### src/rtl/sio9_rx_pkg.sv
package sio9_rx_pkg;
  typedef enum logic [1:0] {
    ST_IDLE  = 2'd0,
    ST_START = 2'd1,
    ST_DATA  = 2'd2,
    ST_STOP  = 2'd3
  } rx_state_e;
endpackage

### src/rtl/sio9_rx_sampler.sv
// Line synchronizer, start qualification and bit-timing state machine.
module sio9_rx_sampler
  import sio9_rx_pkg::*;
#(
  parameter int OVS         = 16,
  parameter int NBITS       = 9,
  parameter int SYNC_STAGES = 2
) (
  input  logic clk,
  input  logic rst_n,
  input  logic tick,
  input  logic rxd,
  output logic samp_en,
  output logic samp_bit,
  output logic frame_done,
  output logic stop_ok
);
  localparam int PH_W = $clog2(OVS);
  localparam int BN_W = $clog2(NBITS);
  localparam logic [PH_W-1:0] PH_MID  = PH_W'(OVS / 2);
  localparam logic [PH_W-1:0] PH_LAST = PH_W'(OVS - 1);
  localparam logic [BN_W-1:0] BN_LAST = BN_W'(NBITS - 1);

  logic line;

  generate
    if (SYNC_STAGES == 0) begin : g_nosync
      assign line = rxd;
    end else begin : g_sync
      logic [SYNC_STAGES-1:0] sync_q;
      always_ff @(posedge clk) begin
        if (!rst_n) sync_q <= '1;
        else        sync_q <= {sync_q[SYNC_STAGES-2:0], rxd};
      end
      assign line = sync_q[SYNC_STAGES-1];
    end
  endgenerate

  rx_state_e       st;
  logic [PH_W-1:0] ph;
  logic [BN_W-1:0] bn;
  logic            at_mid, at_last;

  assign at_mid     = tick && (ph == PH_MID);
  assign at_last    = tick && (ph == PH_LAST);
  assign samp_en    = (st == ST_DATA) && at_mid;
  assign samp_bit   = line;
  assign frame_done = (st == ST_STOP) && at_last;

  always_ff @(posedge clk) begin
    if (!rst_n) begin
      st      <= ST_IDLE;
      ph      <= '0;
      bn      <= '0;
      stop_ok <= 1'b0;
    end else begin
      if (st == ST_IDLE) begin
        if (tick && !line) begin
          st <= ST_START;
          ph <= PH_W'(1);
        end
      end else if (tick) begin
        ph <= at_last ? '0 : ph + PH_W'(1);
        case (st)
          ST_START: begin
            if (at_mid && line) begin
              st <= ST_IDLE;
              ph <= '0;
            end else if (at_last) begin
              st <= ST_DATA;
              bn <= '0;
            end
          end
          ST_DATA: begin
            if (at_last) begin
              if (bn == BN_LAST) st <= ST_STOP;
              else               bn <= bn + BN_W'(1);
            end
          end
          ST_STOP: begin
            if (at_mid)  stop_ok <= line;
            if (at_last) st <= ST_IDLE;
          end
          default: st <= ST_IDLE;
        endcase
      end
    end
  end
endmodule

### src/rtl/sio9_rx_shreg.sv
// Least-significant-first assembly register.
module sio9_rx_shreg #(
  parameter int W = 9
) (
  input  logic         clk,
  input  logic         rst_n,
  input  logic         shift_en,
  input  logic         bit_in,
  output logic [W-1:0] q
);
  always_ff @(posedge clk) begin
    if (!rst_n)        q <= '0;
    else if (shift_en) q <= {bit_in, q[W-1:1]};
  end
endmodule

### src/rtl/sio9_rx_out.sv
// Filter, status selection and output stream register.
module sio9_rx_out #(
  parameter int DATA_W = 8
) (
  input  logic              clk,
  input  logic              rst_n,
  input  logic              frame_done,
  input  logic              stop_ok,
  input  logic [DATA_W:0]   frame,
  input  logic              addr_mode,
  input  logic              par_en,
  input  logic              rx_ready,
  output logic              rx_valid,
  output logic [DATA_W-1:0] rx_data,
  output logic              rx_stat,
  output logic              frm_err
);
  logic ninth, perr, pass, stat_nxt;

  assign ninth    = frame[DATA_W];
  assign perr     = ^frame;
  assign pass     = stop_ok && (addr_mode ? ninth : 1'b1);
  assign stat_nxt = (!addr_mode && par_en) ? perr : ninth;

  always_ff @(posedge clk) begin
    if (!rst_n) begin
      rx_valid <= 1'b0;
      rx_data  <= '0;
      rx_stat  <= 1'b0;
      frm_err  <= 1'b0;
    end else begin
      if (rx_valid && rx_ready) rx_valid <= 1'b0;
      if (frame_done) begin
        frm_err <= !stop_ok;
        if (pass) begin
          rx_valid <= 1'b1;
          rx_data  <= frame[DATA_W-1:0];
          rx_stat  <= stat_nxt;
        end
      end
    end
  end
endmodule

### src/rtl/sio9_rx.sv
module sio9_rx #(
  parameter int OVS         = 16,
  parameter int DATA_W      = 8,
  parameter int SYNC_STAGES = 2
) (
  input  logic              clk,
  input  logic              rst_n,
  input  logic              tick16,
  input  logic              rxd,
  input  logic              addr_mode,
  input  logic              par_en,
  input  logic              rx_ready,
  output logic              rx_valid,
  output logic [DATA_W-1:0] rx_data,
  output logic              rx_stat,
  output logic              frm_err
);
  localparam int NBITS = DATA_W + 1;

  logic             samp_en, samp_bit, frame_done, stop_ok;
  logic [NBITS-1:0] frame_q;

  sio9_rx_sampler #(
    .OVS(OVS), .NBITS(NBITS), .SYNC_STAGES(SYNC_STAGES)
  ) u_samp (
    .clk(clk), .rst_n(rst_n), .tick(tick16), .rxd(rxd),
    .samp_en(samp_en), .samp_bit(samp_bit),
    .frame_done(frame_done), .stop_ok(stop_ok)
  );

  sio9_rx_shreg #(.W(NBITS)) u_shreg (
    .clk(clk), .rst_n(rst_n), .shift_en(samp_en), .bit_in(samp_bit), .q(frame_q)
  );

  sio9_rx_out #(.DATA_W(DATA_W)) u_out (
    .clk(clk), .rst_n(rst_n), .frame_done(frame_done), .stop_ok(stop_ok),
    .frame(frame_q), .addr_mode(addr_mode), .par_en(par_en),
    .rx_ready(rx_ready), .rx_valid(rx_valid), .rx_data(rx_data),
    .rx_stat(rx_stat), .frm_err(frm_err)
  );
endmodule

### config.mk
export PLATFORM = sky130hd
export DESIGN_NAME = sio9_rx
export DESIGN_NICKNAME = d
export VERILOG_FILES = /design/src/rtl/sio9_rx_pkg.sv /design/src/rtl/sio9_rx_sampler.sv /design/src/rtl/sio9_rx_shreg.sv /design/src/rtl/sio9_rx_out.sv /design/src/rtl/sio9_rx.sv
export SDC_FILE = /design/constraint.sdc
export NUM_CORES = 1
export LEC_CHECK = 0
export ABC_CLOCK_PERIOD_IN_PS = 4490
export BUFFER_PORTS_ARGS = -buffer_cell sky130_fd_sc_hd__buf_2
export CAP_MARGIN = 25
export CORE_AREA = 4 4 78 80
export DETAILED_ROUTE_END_ITERATION = 10
export DIE_AREA = 0 0 82 84
export PLACE_DENSITY = 0.46
export SYNTH_ARGS = -nofsm -noshare
export SYNTH_HDL_FRONTEND = slang
export SYNTH_SLANG_ARGS = --single-unit
### constraint.sdc
create_clock -name clk -period 4.49 [get_ports clk]
set_clock_uncertainty 0.2 [all_clocks]
set_input_delay 0.449 -clock clk [delete_from_list [all_inputs] [get_ports clk]]
set_output_delay 0.449 -clock clk [all_outputs]
set_load 0.005 [all_outputs]
==> flow_summary.ini <==
[status]
outcome = finished, final reports clean

[floorplanning]
fp-row-count = 27
initial_core_util = 0.295
chipWidth_um = 82
fp.dieArea_um2 = 6890
io_pins = 18
die_h_um = 84
core_area_um2 = 5410

[sta]
fin_crit_sh = 0.527
fmax_ghz = 0.423
slew_violations = 0
finalSetupViolCount = 0
finalCriticalPeriod_ps = 2370
slew_headroom = 0.392
tightest_slew_ps = 911
fin_setup_tns_ps = 0
hold_viol = 0
rsz0062_at_grt = no

[clock_network]
cts_tree = done
cts_sinks = 33
ctsResizeCount = 0
clock_latency_ps = 280
holdBufCountCts = 0
post-cts-setup-buffer-count = 0
htreeDepth = 2
cts-root-buf = clkbuf_8
cts_buffers = 5
clkTransAtPathRegs_ps = 70
cts_buffer_depth = 2

[power_and_ir_drop]
p_switching_w = 0.000128
comb_power_share = 0.040
p_sw_frac = 0.210
leakage_nw = 0.751
p_clk_frac = 0.476
peakVddDrop_mv = 0.127
power-per-cell-area_nw_per_um2 = 332
p_int_w = 0.000484
pwr-share-seq = 0.485

[critical_path]
path_cells = inv_1 -> ha_1 -> and4b_1 -> a31oi_4 -> nand4_2 -> or4_1 -> o21ai_1
cpPeakStageDelay_ps = 500
worst_path_max_delay_cell = or4_1
timing.rr.start = u_samp.ph[0]$_SDFFE_PN0P_
start_kind = flop
required_ps = 4510
ff2ff_setup_slack_ps = 2120
r2r_end = u_samp.bn[3]$_SDFFE_PN0P_
reg2reg_depth = 7
cp_max_fo = 14
path_class = flop to flop
cp_data_arrival_time_ps = 2380
endpoint_kind = flop

[synthesis]
synth_compound_area_frac = 0.170
synth_top_area_frac = 0.414
syn-num-nets = 191
ys_warn_count = 0
synth-simple-area-share = 0.189
ys_top_cells_by_area = dfxtp_1, ha_1, mux2i_1, a21oi_1, nand3_1
synth_seq_cells = 33
synth.most_common_cell = dfxtp_1
synth_top_family_by_area = simple AND/OR/NAND/NOR gates
syn_inst = 175
synth_xor_xnor_area_share = 0.0385
synthFlopType = dfxtp_1
syn_avg_cell_area_um2 = 9.11
synth.distinct_cells = 42
synthMuxAreaShare = 0.0636
synth_adder_area_share = 0.0706
synth_edf_count = 0
yosys.area.top_type = dfxtp_1
async_flop_share = 0
synth_commonest_cells = dfxtp_1, a21oi_1, nand2_1
yosysSeqAreaShare = 0.414
synth_area_um2 = 1590

[global_route]
track_usage = 0.108
grt_max_degree = 30
grt_pass1_wl_mm = 5.78
grt_pass1_vias = 1207
antenna_found_initial = 0
gr-total-overflow = 0

[place]
post-dp-hpwl_mm = 2.29
io_buffers = 17
placedCellCount = 256
place_congestion = 0.750

[hold_path]
hp-start = rxd
hold_end = u_samp.g_sync.sync_q[0]$_SDFF_PN1_
holdPathStages = 2
min_path_type = primary input to flop

[finish]
fill_cells = 577
diodes = 0
instances_no_fill = 264
nets = 207
fin_util = 0.342
syn2layout_area_growth_pct = 15.9
register_area_um2 = 661
multi_input_area_um2 = 847
drive_gt1_frac = 0.151

[detailed_routing]
vias_per_cell = 4.77
dr.pass1.iters = 4
wl_per_cell_um = 12.7
num_vias = 1258
wl_mm = 3.34
drt_iter0_markers = 34
drc_errors = 0
ant_nets = 0

[run]
maxCapViolations = 0
per-layer routing:
layer  track usage  share of wire  vias up
met5             0              0        -
met4        0.0408          0.013        0
met3        0.0356          0.042        5
met2         0.151           0.42       21
met1         0.151           0.53      575
li1              -              -      657
critical path: cells and delay by family (launching register included):
family,cells,cell delay [ps]
adders and majority gates,1,190
AOI/OAI and AO/OA,2,430
buffers and inverters,1,90
and+or+nand+nor,3,1020
DFF,1,370
stage by stage:
stage	worst slack (ps)	total power [W]	instance area, um^2	hold slack [ps]
2_1_floorplan	2450	0.000320	1590	186
3_3_place_gp	2170	0.000329	1730	191
3_5_place_dp	2130	0.000328	1730	195
4_1_cts	2120	0.000623	1850	135
5_1_grt	1910	0.000637	1850	133
6_report	2120	0.000613	1850	143
power by group through the flow:
stage	clock (W)	sequential, W	combinational [W]
floorplan	0	0.000303	0.0000165
global placement	0	0.000304	0.0000250
detailed placement	0	0.000304	0.0000243
CTS	0.000301	0.000297	0.0000246
global route	0.000313	0.000297	0.0000274
finish	0.000292	0.000297	0.0000243
layout by cell type, fill, tap and decap left out, types with 2 or more instances in the layout:
| master | n |
|---|---|
| a21oi_1 | 16 |
| a311oi_1 | 2 |
| a32oi_1 | 2 |
| buf_2 | 17 |
| clkbuf_8 | 6 |
| dfxtp_1 | 33 |
| ha_1 | 9 |
| inv_1 | 11 |
| mux2i_1 | 9 |
| nand2_1 | 15 |
| nand2b_1 | 4 |
| nand3_1 | 13 |
| nand4b_1 | 2 |
| nor2_1 | 12 |
| nor2b_1 | 3 |
| o2111ai_1 | 2 |
| o21ai_0 | 4 |
| xnor2_1 | 7 |
worst max-delay path by stage:
stage | start | endpoint | slack, ps | depth (start not counted)
after floorplan | u_samp.ph[0]$_SDFFE_PN0P_ | u_samp.bn[3]$_SDFFE_PN0P_ | 2450 | 8
after global placement | u_samp.ph[1]$_SDFFE_PN0P_ | u_samp.bn[3]$_SDFFE_PN0P_ | 2170 | 7
after detailed placement | u_samp.ph[0]$_SDFFE_PN0P_ | u_samp.bn[3]$_SDFFE_PN0P_ | 2130 | 7
after CTS | u_samp.ph[0]$_SDFFE_PN0P_ | u_samp.bn[3]$_SDFFE_PN0P_ | 2120 | 7
after global routing | u_samp.ph[0]$_SDFFE_PN0P_ | u_samp.bn[3]$_SDFFE_PN0P_ | 1910 | 7
final | u_samp.ph[0]$_SDFFE_PN0P_ | u_samp.bn[3]$_SDFFE_PN0P_ | 2120 | 7
cell type report:
type	instances	area share
clock buffers	7	0.0467
clock inverters	1	0.0162
inverters	11	0.0223
multi-input cells	122	0.458
flip-flops and latches	33	0.357
well taps	72	0.0487
repair buffers	18	0.0501
cells by family (layout without fill, tap and decap cells):
kind of cell | Yosys count | after routing
multiplexers | 10 | 10
XOR/XNOR | 7 | 7
flip-flops | 33 | 33
adder cells (fa/ha/maj) | 9 | 9
AND/OR/NAND/NOR | 58 | 58
AO/OA/AOI/OAI | 38 | 38
buffers and inverters | 20 | 37
registers in the layout, summed over array words and instances, names as in the netlist:
signal	count
u_out.rx_valid	1
u_out.rx_stat	1
u_shreg.q	9
u_samp.st	2
u_samp.bn	4
u_samp.stop_ok	1
u_out.frm_err	1
u_out.rx_data	8
u_samp.ph	4
u_samp.g_sync.sync_q	2
Note: power is estimated with default switching activity, not from simulation.
